===== src/rtl/arb_pkg.sv =====
package arb_pkg;

  // Round count actually used, clamped into the legal range.
  function automatic int clamp_rounds(input int asked, input int max_r);
    if (asked < 1) return 1;
    if (asked > max_r) return max_r;
    return asked;
  endfunction

  // Cycles spent by one complete arbitration.
  function automatic int arb_len(input int rounds, input logic two_cyc);
    return two_cyc ? 2 * rounds : rounds;
  endfunction

endpackage


===== src/rtl/arb_req_bank.sv =====
module arb_req_bank #(
  parameter int N_SRC = 8,
  parameter int IDX_W = 3
) (
  input  logic             clk,
  input  logic             rst_n,
  input  logic [N_SRC-1:0] hw_evt,
  input  logic             sw_set,
  input  logic             sw_clr,
  input  logic [IDX_W-1:0] sw_idx,
  output logic [N_SRC-1:0] req
);

  for (genvar i = 0; i < N_SRC; i++) begin : g_flag
    logic hit_set, hit_clr;
    assign hit_set = hw_evt[i] | (sw_set & (sw_idx == IDX_W'(i)));
    assign hit_clr = sw_clr & (sw_idx == IDX_W'(i));

    always_ff @(posedge clk) begin
      if (!rst_n)       req[i] <= 1'b0;
      else if (hit_set) req[i] <= 1'b1;
      else if (hit_clr) req[i] <= 1'b0;
    end

    // a hardware pulse always leaves the flag set
    assert_hw_sets_R1: assert property (@(posedge clk) disable iff (!rst_n)
      hw_evt[i] |=> req[i]);
    // a software set write always leaves the flag set
    assert_sw_sets_R1: assert property (@(posedge clk) disable iff (!rst_n)
      (sw_set && sw_idx == IDX_W'(i)) |=> req[i]);
    // a lone clear write drops the flag
    assert_sw_clears_R2: assert property (@(posedge clk) disable iff (!rst_n)
      (sw_clr && sw_idx == IDX_W'(i) && !hw_evt[i] && !(sw_set && sw_idx == IDX_W'(i)))
      |=> !req[i]);
  end

endmodule


===== src/rtl/arb_round_filter.sv =====
module arb_round_filter #(
  parameter int N_SRC   = 8,
  parameter int PRIO_W  = 8,
  parameter int SLICE_W = 2,
  parameter int RND_W   = 2
) (
  input  logic [N_SRC*PRIO_W-1:0] prio_flat,
  input  logic [N_SRC-1:0]        in_mask,
  input  logic [RND_W-1:0]        slot,
  output logic [N_SRC-1:0]        out_mask
);

  localparam int NV = 2 ** SLICE_W;

  logic [SLICE_W-1:0] sl [N_SRC];
  logic [NV-1:1]      present;
  logic [SLICE_W-1:0] top_val;

  always_comb begin
    for (int i = 0; i < N_SRC; i++)
      sl[i] = prio_flat[i*PRIO_W + int'(slot)*SLICE_W +: SLICE_W];
  end

  always_comb begin
    present = '0;
    for (int v = 1; v < NV; v++)
      for (int i = 0; i < N_SRC; i++)
        if (in_mask[i] && sl[i] == SLICE_W'(v)) present[v] = 1'b1;
  end

  always_comb begin
    top_val = '0;
    for (int v = 1; v < NV; v++)
      if (present[v]) top_val = SLICE_W'(v);
  end

  always_comb begin
    for (int i = 0; i < N_SRC; i++)
      out_mask[i] = in_mask[i] && (sl[i] == top_val);
  end

endmodule


===== src/rtl/arb_round_seq.sv =====
module arb_round_seq #(
  parameter int RND_W = 2
) (
  input  logic             clk,
  input  logic             rst_n,
  input  logic [RND_W-1:0] last_rnd,
  input  logic             two_cycle,
  output logic [RND_W-1:0] slot,
  output logic             step_first,
  output logic             step_last_sub,
  output logic             step_end
);

  logic [RND_W-1:0] rnd;
  logic             sub;

  assign step_first    = (rnd == '0) && !sub;
  assign step_last_sub = !two_cycle || sub;
  assign step_end      = step_last_sub && (rnd >= last_rnd);
  assign slot          = last_rnd - rnd;

  always_ff @(posedge clk) begin
    if (!rst_n) begin
      rnd <= '0;
      sub <= 1'b0;
    end else if (step_last_sub) begin
      sub <= 1'b0;
      rnd <= step_end ? '0 : rnd + 1'b1;
    end else begin
      sub <= 1'b1;
    end
  end

  // the round counter stays within the configured round count
  assert_rnd_in_range_R5: assert property (@(posedge clk) disable iff (!rst_n)
    $stable(last_rnd) |-> rnd <= last_rnd);
  // a two-cycle round never skips its second cycle
  assert_two_cycle_R5: assert property (@(posedge clk) disable iff (!rst_n)
    (two_cycle && !sub) |-> !step_end);

endmodule


===== src/rtl/multi_round_arb.sv =====
module multi_round_arb
  import arb_pkg::*;
#(
  parameter int N_SRC   = 8,
  parameter int PRIO_W  = 8,
  parameter int SLICE_W = 2,
  localparam int MAX_ROUNDS = PRIO_W / SLICE_W,
  localparam int IDX_W  = (N_SRC > 1) ? $clog2(N_SRC) : 1,
  localparam int RND_W  = (MAX_ROUNDS > 1) ? $clog2(MAX_ROUNDS) : 1,
  localparam int CFG_W  = RND_W + 1
) (
  input  logic                    clk,
  input  logic                    rst_n,
  input  logic [N_SRC*PRIO_W-1:0] src_prio,
  input  logic [N_SRC-1:0]        src_en,
  input  logic [N_SRC-1:0]        hw_evt,
  input  logic                    sw_set,
  input  logic                    sw_clr,
  input  logic [IDX_W-1:0]        sw_idx,
  input  logic [CFG_W-1:0]        cfg_rounds,
  input  logic                    cfg_two_cycle,
  output logic                    arb_done,
  output logic                    win_valid,
  output logic [PRIO_W-1:0]       win_prio,
  output logic [IDX_W-1:0]        win_idx
);

  int                    rounds_i;
  logic [RND_W-1:0]      last_rnd;
  logic [N_SRC*PRIO_W-1:0] mprio;
  logic [N_SRC-1:0]      req, cand, alive, eff_mask, filt, alive_next;
  logic [RND_W-1:0]      slot;
  logic                  step_first, step_last_sub, step_end;
  logic [IDX_W-1:0]      sel_idx;
  logic [PRIO_W-1:0]     sel_prio;

  always_comb rounds_i = clamp_rounds(int'(cfg_rounds), MAX_ROUNDS);
  assign last_rnd = RND_W'(rounds_i - 1);

  // Keep only the priority bits that the configured rounds cover.
  always_comb begin
    for (int i = 0; i < N_SRC; i++)
      for (int b = 0; b < PRIO_W; b++)
        mprio[i*PRIO_W + b] = src_prio[i*PRIO_W + b] & (b < rounds_i * SLICE_W);
  end

  always_comb begin
    for (int i = 0; i < N_SRC; i++)
      cand[i] = req[i] & src_en[i] & (|mprio[i*PRIO_W +: PRIO_W]);
  end

  arb_req_bank #(.N_SRC(N_SRC), .IDX_W(IDX_W)) u_req (
    .clk(clk), .rst_n(rst_n), .hw_evt(hw_evt), .sw_set(sw_set),
    .sw_clr(sw_clr), .sw_idx(sw_idx), .req(req)
  );

  arb_round_seq #(.RND_W(RND_W)) u_seq (
    .clk(clk), .rst_n(rst_n), .last_rnd(last_rnd), .two_cycle(cfg_two_cycle),
    .slot(slot), .step_first(step_first), .step_last_sub(step_last_sub),
    .step_end(step_end)
  );

  assign eff_mask = step_first ? cand : alive;

  arb_round_filter #(.N_SRC(N_SRC), .PRIO_W(PRIO_W), .SLICE_W(SLICE_W), .RND_W(RND_W)) u_filt (
    .prio_flat(mprio), .in_mask(eff_mask), .slot(slot), .out_mask(filt)
  );

  assign alive_next = step_last_sub ? filt : eff_mask;

  always_comb begin
    sel_idx = '0;
    for (int i = N_SRC - 1; i >= 0; i--)
      if (filt[i]) sel_idx = IDX_W'(i);
  end
  assign sel_prio = mprio[int'(sel_idx)*PRIO_W +: PRIO_W];

  always_ff @(posedge clk) begin
    if (!rst_n) begin
      alive     <= '0;
      arb_done  <= 1'b0;
      win_valid <= 1'b0;
      win_prio  <= '0;
      win_idx   <= '0;
    end else begin
      alive    <= alive_next;
      arb_done <= step_end;
      win_valid <= step_end && (|filt);
      if (step_end && (|filt)) begin
        win_prio <= sel_prio;
        win_idx  <= sel_idx;
      end
    end
  end

  // Cycles since reset or since the last done strobe, for the period check.
  logic [7:0] gap;
  always_ff @(posedge clk) begin
    if (!rst_n)        gap <= '0;
    else if (arb_done) gap <= 8'd1;
    else if (gap != 8'hFF) gap <= gap + 8'd1;
  end

  // done strobes are spaced exactly one arbitration apart
  assert_done_period_R5: assert property (@(posedge clk) disable iff (!rst_n)
    arb_done |-> gap == 8'(arb_len(rounds_i, cfg_two_cycle)));
  // a winner is reported only together with the done strobe
  assert_valid_needs_done_R5: assert property (@(posedge clk) disable iff (!rst_n)
    win_valid |-> arb_done);
  // a reported winner never has priority zero
  assert_winner_nonzero_R3: assert property (@(posedge clk) disable iff (!rst_n)
    win_valid |-> win_prio != '0);
  // past the first step, the candidate set can only shrink
  assert_alive_shrinks_R4: assert property (@(posedge clk) disable iff (!rst_n)
    !step_first |-> (alive_next & ~alive) == '0);
  // a round never discards every remaining candidate
  assert_round_keeps_one_R4: assert property (@(posedge clk) disable iff (!rst_n)
    (step_last_sub && (|eff_mask)) |-> (|filt));
  // with unique priorities the final round leaves at most one source
  assert_single_winner_R4: assert property (@(posedge clk) disable iff (!rst_n)
    step_end |-> $onehot0(filt));

endmodule


===== config.mk =====
export PLATFORM = sky130hd
export DESIGN_NAME = multi_round_arb
export DESIGN_NICKNAME = d
export VERILOG_FILES = /design/src/rtl/arb_pkg.sv /design/src/rtl/arb_req_bank.sv /design/src/rtl/arb_round_filter.sv /design/src/rtl/arb_round_seq.sv /design/src/rtl/multi_round_arb.sv
export SDC_FILE = /design/constraint.sdc
export NUM_CORES = 1
export LEC_CHECK = 0
export BUFFER_PORTS_ARGS = -buffer_cell sky130_fd_sc_hd__buf_4
export CORE_ASPECT_RATIO = 0.5
export CORE_MARGIN = 8
export CORE_UTILIZATION = 50
export DETAILED_ROUTE_END_ITERATION = 8
export PLACE_DENSITY_LB_ADDON = 0.05
export SETUP_SLACK_MARGIN = 0.15
export SYNTH_ARGS = -nofsm -noshare
export SYNTH_HDL_FRONTEND = slang
export SYNTH_SLANG_ARGS = --single-unit

===== constraint.sdc =====
create_clock -name clk -period 7.45 [get_ports clk]
set_clock_uncertainty 0.05 [all_clocks]
set_input_delay 1.8625 -clock clk [delete_from_list [all_inputs] [get_ports clk]]
set_output_delay 1.8625 -clock clk [all_outputs]
set_load 0.05 [all_outputs]

== After elaboration in Yosys (flattened, before gate mapping) ==
Cells that the tools add are included.
Cells by class
  add/subtract/negate cells: 10
  $lt $le $gt $ge: 11
  equality and inequality tests: 39
  shift operators: 9
  multiplexer cells: 62
  bitwise gates (word level): 104
  reduce and logical (&&, ||, !) cells: 57
Operators by type and width (number)
  variable part select 64 x 32 -> 2 bit: 7
  less-than comparator 4 x 32 -> 1 bit, first input constant: 4
  AND 1 bit: 96
  OR reduction 8 bit: 9
  less-than comparator 3 x 32 -> 1 bit, first input constant: 2
  variable part select 64 x 4 -> 2 bit: 1
  variable part select 64 x 7 -> 8 bit: 1
  two-way mux 31 bit: 2
  two-way mux 1 bit: 46
  logical AND 1 bit: 35
  == test 2 bit, second input constant: 16
  less-than comparator 1 x 32 -> 1 bit, first input constant: 1
  less-than comparator 2 x 32 -> 1 bit, first input constant: 1
  adder 6 x 3 -> 7 bit, first input constant: 4
  two-way mux 3 bit: 9
  == test 2 x 1 -> 1 bit, second input constant: 8
  == test 2 bit: 8
  two-way mux 8 bit: 2
  nonzero test 2 bit: 8
  adder 5 x 3 -> 6 bit, first input constant: 2
  == test 3 bit, second input constant: 4
  OR 1 bit: 8
  == test 3 x 2 -> 1 bit, second input constant: 2
  two-way mux 2 bit: 3
  other kinds (12): 13
Word-level totals
  register bits after elaboration: 32
  bits of input ports: 91
  output and inout bits: 13
  word-level logic and storage cells: 307

== Logic depth before layout (Yosys ltp) ==
Gate-level depths: netlist of the first run.
  depth in word-level cells: 33
  depth in mapped cells: 23

== Cells and area by module ==
From an unflattened synthesis of the first run, not the netlist that was laid out.
Second synthesis, totals
  cells, all modules: 527
  area total of the unflattened synthesis: 4090.2 µm²
Modules (own cells, without submodules)
  multi_round_arb: instances 1, cells each 309, area an instance 2168.3 µm², sequential area each 420.4 µm²
  arb_round_filter: instances 1, cells each 151, area an instance 1303.8 µm², sequential area each 0.0 µm²
  arb_req_bank: instances 1, cells each 43, area an instance 397.9 µm², sequential area each 160.2 µm²
  arb_round_seq: instances 1, cells each 24, area an instance 220.2 µm², sequential area each 60.1 µm²

== Worst setup path before layout of the first run ==
No wires, ideal clock.
  path type: input -> register
  start: input cfg_rounds[2]
  end: register win_prio[2]
  setup time: 0.079 ns
  arrival time: 6.779 ns
  data required time: 7.321 ns
  path slack: 0.542 ns
  stages: 21
  path through: buf_2 > clkbuf_1 > a21oi_1 > inv_1 > ha_1 > fa_1 > buf_2 > buf_1 > o311ai_0 > and2_1 > o32ai_1 > nor4_4 > and3_1 > buf_2 > o2111a_1 > a211o_1 > a21o_1 > o21a_2 > nor2_4 > mux4_2 > o211ai_1
On the way
  cells in the longest elaborated chain, start to end: 33
RTL lines
  start, declared: RTL line multi_round_arb.sv:20  | input logic [CFG_W-1:0] cfg_rounds,
  less-than comparator 3 x 1 -> 1 bit / greater-than comparator 3 bit (equally long branches): RTL line arb_pkg.sv:5, arb_pkg.sv:6
  two-way mux 1 bit, on equally long branches: RTL line arb_pkg.sv:5, arb_pkg.sv:6
  two-way mux 3 bit / two-way mux 1 bit (equally long branches): RTL line arb_pkg.sv:6  | if (asked > max_r) return max_r;
  two-way mux 31 bit: RTL line arb_pkg.sv:7  | return asked;
  two-way mux 31 bit (*): RTL line arb_pkg.sv:6
  branches (longest 28 deep; another with adder 4 x 3 -> 5 bit)
  end signal, assigned: RTL line multi_round_arb.sv:90  | win_prio <= sel_prio;
  end, declared: RTL line multi_round_arb.sv:24  | output logic [PRIO_W-1:0] win_prio,
Every way passes the cells marked *. The select of a mux whose other input is x is not followed.
A chain may end at the register's enable or synchronous reset.

== Worst setup path after layout of the first run ==
  start: input cfg_rounds[1]
  end: register win_prio[1]
Same word-level chain as after synthesis.

==> flow_summary.toml, run 1 <==
[cts]
clk_latency_ps = 290
cts.sinks = 32
cts_tree = "yes"
cts_buffers = 5
clk_pin_slew_ps = 60
htreeDepth = 2
clockBufferDepth = 2
clockRootBuffer = "clkbuf_16"

[synthesis]
synth_top_area_share = 0.159
syn_nets = 640
ys_async_sr_fraction = 0
synth_most_common_cell = "nand2_1"
yosys_register_bits = 32
avgSynthCellArea_um2 = 7.43
ys_types = 80
synthCells = 544
synth_common_cells = "nand2_1 (56), nor2_1 (47), o21ai_0 (37)"
ys_seq_area_frac = 0.159
ys_top_cells_by_area = "dfxtp_1 (16%), nand2_1 (5.2%), mux2i_1 (5.0%)"
ys.flop_type = "dfxtp_1"
synth_top_cell_by_area = "dfxtp_1"
synth-edff-count = 0
syn-cell-area_mm2 = 0.00404
yosysWarnings = 0

[timing]
period_share = 0.945
worstMarginPinSlew_ps = 1010
tns_ps = 0
max_freq_mhz = 142
layout_setup_ws_ps = 409
hold_viol = 0
slew_viol_final = 0
rsz0062_at_grt = "no"
fin_crit_ps = 7040
final-setup-viol-count = 0
max-slew-margin-rel = 0.325

[routing]
first_pass_iters = 6
drcViolationCount = 0
ant_nets = 0
drt_iter0_markers = 782
wire_per_inst_um = 23.6
dr_total_vias = 5087
vias_per_cell = 6.71
drt-total-wl_um = 17900

[hold_path]
hold_depth = 2
hold_class = "flip-flop to flip-flop"

[final_layout]
syn_to_final_growth_pct = 26.3
antenna_cells = 0
drive_above_1_share = 0.268
nets = 742

[die]
ios = 104
dieArea_mm2 = 0.0114
die_y_um = 79.6
rows = 23
die_w_um = 143
core_area_mm2 = 0.00791
start_util = 0.511

[power]
leakage_nw = 2.12
pwr_density_cell_mw_per_mm2 = 288
ir_drop_uv = 132

[worst_setup_path]
endpoint_kind = "flip-flop"
required_ps = 7580
reg2reg_depth = 15
crit_type = "input pin to flip-flop"
worstSetupStartpointType = "input pin"
arrival_ps = 7170
critical_path.max_fanout = 20

[placed_design]
post-place-ws_ps = 292
dp.final_hpwl_um = 14300
port_buffers = 103
place_congestion = 1.08

[global_routing]
grt_max_degree = 27
grt_usage = 0.306
grt_first_pass_wirelength_um = 27000
antenna_found_initial = 0
grt-ovfl-total = 0
grt_pass1_vias = 4710

[run]
cap_viol_max_count = 0

[status]
status = "finished clean"
sequential cells by signal (all words and copies together), names as in the netlist:
name	flops
u_seq.sub	1
win_idx	3
arb_done	1
win_valid	1
u_seq.rnd	2
win_prio	8
alive	8
u_req.req	8
metal layers:
layer,vias up,part of all wire,track usage
met1,2326,0.43,0.429
met5,-,0,0
met4,0,0.014,0.0683
met2,404,0.39,0.403
met3,29,0.17,0.146
li1,2328,-,-
metrics by stage:
step                      hold WS (ps)  utilization  total power [mW]  instance area [um2]  std cells
after floorplan                    387            -             0.926                 4040        544
after global placement             392        0.628              1.22                 4970        751
after detailed placement           404        0.628              1.22                 4970        751
after CTS                          412        0.645              1.43                 5100        758
after global routing               434        0.645              1.54                 5110        758
final                              407        0.645              1.47                 5110        758
report_power, final:
group	internal (mW)	switching (mW)	total, mW	leakage (nW)
Clock	0.122	0.0830	0.205	0.0667
Sequential	0.188	0.00953	0.198	0.262
Combinational	0.411	0.659	1.07	1.79
Total	0.721	0.752	1.47	2.12
path summary, 6_finish.rpt:
| check | startpoint | end | slack [ps] |
|---|---|---|---|
| worst max-delay path | cfg_rounds[1] | win_prio[1] | 410 |
| worst min register to register | u_req.req[6] | u_req.req[6] | 410 |
| worst min-delay path | u_req.req[6] | u_req.req[6] | 410 |
| worst max register to register | u_seq.rnd[0] | win_prio[1] | 2090 |
layout make-up:
type                    count  area, um2
fillers                   743       2810
flip-flops and latches     32        641
clock buffers               6        129
inverters                  19       71.3
well taps                 112        140
repair buffers            133        998
multi-input cells         455       3120
clock inverters             1       5.00
logic make-up (layout without fill, tap and decap cells):
logic type	after synthesis	after routing	share of synthesized area
and+or+nand+nor	232	232	0.313
AOI/OAI and AO/OA	189	189	0.363
buffers and inverters	57	159	0.0697
DFF	32	32	0.159
muxes	26	26	0.0718
adders and majority gates	5	5	0.0173
xor gates and xnor gates	3	3	0.00650
layout by cell type (no fill, tap or decap), types with 4 or more instances in the layout:
cell type  instances
a211o_1            5
a211oi_1           8
a21o_1             4
a21oi_1           21
a221oi_1           4
a22oi_1            4
a311o_1            6
a311oi_1          13
a31oi_1           10
and2_1             7
and3_1             4
and3b_1           17
buf_4            133
clkbuf_16          5
dfxtp_1           32
inv_1             19
mux2_2             4
mux2i_1           20
nand2_1           56
nand3_1           32
nand4_1            7
nor2_1            47
nor2b_1            6
nor3_1            20
nor4b_1            4
o2111ai_1          6
o211ai_1          15
o21ai_0           37
o2bb2ai_1          6
o311a_1            5
o32ai_1            6
or2_2              4
or3_1              5
critical path, cell delays in order:
cell and delay (ps):
buf_4 160, a21oi_1 260, inv_1 100, ha_1 320, fa_1 480, buf_4 220, a311oi_1 510, or2_2 280
o32ai_1 170, nor4_4 550, xor2_1 190, o221ai_1 290, and3b_1 260, o311a_4 380, nor2_8 340, mux2i_1 310
mux2i_1 150, a211o_1 300
timing repair:
| item | in CTS | in global routing |
|---|---|---|
| buffers inserted | 0 | 0 |
| setup endpoints to repair | 0 | 3 |
| resized for setup | 0 | 1 |
| hold buffers | 0 | 0 |
No activity file was read; power rests on OpenSTA's default activity.
==> run 2, diff against run 1 <==
BUFFER_PORTS_ARGS = not set   (was -buffer_cell sky130_fd_sc_hd__buf_4)
DONT_BUFFER_PORTS = 1   (was not set)
==> flow_summary.toml, run 2 (synthesized netlist as in run 1, its figures left out) <==
[status]
status = "finished clean"

[worst_setup_path]
path_buf_inv = 4
critPathSlowestCell = "fa_2"
cp_top_family = "compound AO/OA/AOI/OAI gates"
worstSetupStartpointType = "input pin"
arrival_ps = 6980
max_stage_delay_ps = 640
critical_path.max_fanout = 18
crit_type = "input pin to flip-flop"
endpoint_kind = "flip-flop"
required_ps = 7570
crit_chain = "inv_1 > a21oi_1 > inv_1 > ha_1 > fa_2 > buf_4 > a311oi_1 > a31o_2 > o32ai_1 > nor4_4 > buf_4 > and3_1 > o2111ai_1 > and3b_1 > o311a_4 > nor2_8 > mux2i_1 > mux2i_1 > a211o_1"

[placed_design]
port_buffers = 0
post-place-ws_ps = 255
place_area_mm2 = 0.00413
dp.final_hpwl_um = 13200
place_congestion = 1.04

[timing]
final-setup-viol-count = 0
max_freq_mhz = 146
fin_crit_ps = 6860
slew_viol_final = 0
layout_setup_ws_ps = 592
worstMarginPinSlew_ps = 825
period_share = 0.921
rsz0062_at_grt = "no"
tns_ps = 0
max-slew-margin-rel = 0.450
hold_viol = 0

[cts]
clockRootBuffer = "clkbuf_16"
clockBufferDepth = 2
cts_buffers = 5
cts_tree = "yes"
cts.sinks = 32
cts_setup_buffers = 0
clk_latency_ps = 280
postCtsHoldBufs = 0
htreeDepth = 2
clk_pin_slew_ps = 60

[global_routing]
grt_pass1_vias = 4193
grt_usage = 0.288
antenna_found_initial = 0
grt_max_degree = 51
grt-ovfl-total = 0
grt_first_pass_wirelength_um = 25200

[routing]
wire_per_inst_um = 25.9
ant_nets = 0
dr_total_vias = 4626
first_pass_iters = 5
drt_iter0_markers = 489
drcViolationCount = 0
drt-total-wl_um = 16700
vias_per_cell = 7.16

[die]
start_util = 0.511
die_y_um = 79.6
die_w_um = 143
core_area_mm2 = 0.00791
dieArea_mm2 = 0.0114
rows = 23
ios = 104

[power]
pwr_density_cell_mw_per_mm2 = 320
leakage_nw = 1.59
ir_drop_uv = 122

[final_layout]
final_common_cell = "nand2_1"
multiInputGateArea_mm2 = 0.00313
drive_above_1_share = 0.118
antenna_cells = 0
regArea_um2 = 641
syn_to_final_growth_pct = 6.28
layout_common_cells = "nand2_1 (56), nor2_1 (47), o21ai_0 (37), nand3_1 (32), dfxtp_1 (32)"
fill_cells = 794
reg_top3 = "alive x8, u_req.req x8, win_prio x8"
nets = 630
finish.utilization = 0.543
final_area_mm2 = 0.00430

[hold_path]
hold_class = "flip-flop to flip-flop"

[run]
cap_viol_max_count = 0
## run 2: layout make-up
class	count	share of cell area
well taps	112	0.0326
multi-input cells	455	0.729
flip-flops and latches	32	0.149
repair buffers	21	0.0367
inverters	19	0.0166
clock buffers	7	0.0355
## run 2: worst paths after layout
kind | startpoint | endpoint | slack [ps] | depth (start not counted)
min reg2reg | u_req.req[3] | u_req.req[3] | 410 | 2
min | u_req.req[3] | u_req.req[3] | 410 | 2
max reg2reg | u_seq.rnd[1] | win_prio[0] | 1940 | 16
max | cfg_rounds[0] | win_prio[0] | 590 | 19
## run 2: layer usage
| metal | track usage | share of wire | wire, um |
|---|---|---|---|
| met4 | 0.0683 | 0.021 | 348 |
| met1 | 0.389 | 0.42 | 7030 |
| met3 | 0.161 | 0.19 | 3100 |
| met2 | 0.379 | 0.37 | 6260 |
| met5 | 0 | 0 | 0 |
## run 2: worst reg2reg max path, cell delays in order, from the launching register on
cell	delay (ps)
dfxtp_1	340
inv_1	90
ha_1	310
nor2b_1	430
buf_4	310
o2111ai_1	230
o21ai_0	560
nor3_1	160
nor4_2	530
nand2_1	330
o221ai_1	320
and3b_1	250
o311a_4	370
nor2_8	340
mux2i_1	340
mux2i_1	140
a211o_1	300
## run 2: power breakdown
part,internal [mW],switching (mW)
clock,0.140,0.0781
combinational,0.359,0.569
sequential,0.188,0.0418
total,0.688,0.689
## run 2: what timing repair did
action | 4_1_cts | 5_1_grt
setup endpoints to repair | 0 | 3
resized for setup | 0 | 2
endpoints found under the hold margin | 0 | 0
## run 2: per-stage QoR
step                      total power, mW  instances  hold WS (ps)
after CTS                            1.35        646           406
after global placement               1.13        639           396
after detailed placement             1.13        639           399
after floorplan                     0.926        544           387
after global routing                 1.46        646           455
final                                1.38        646           406
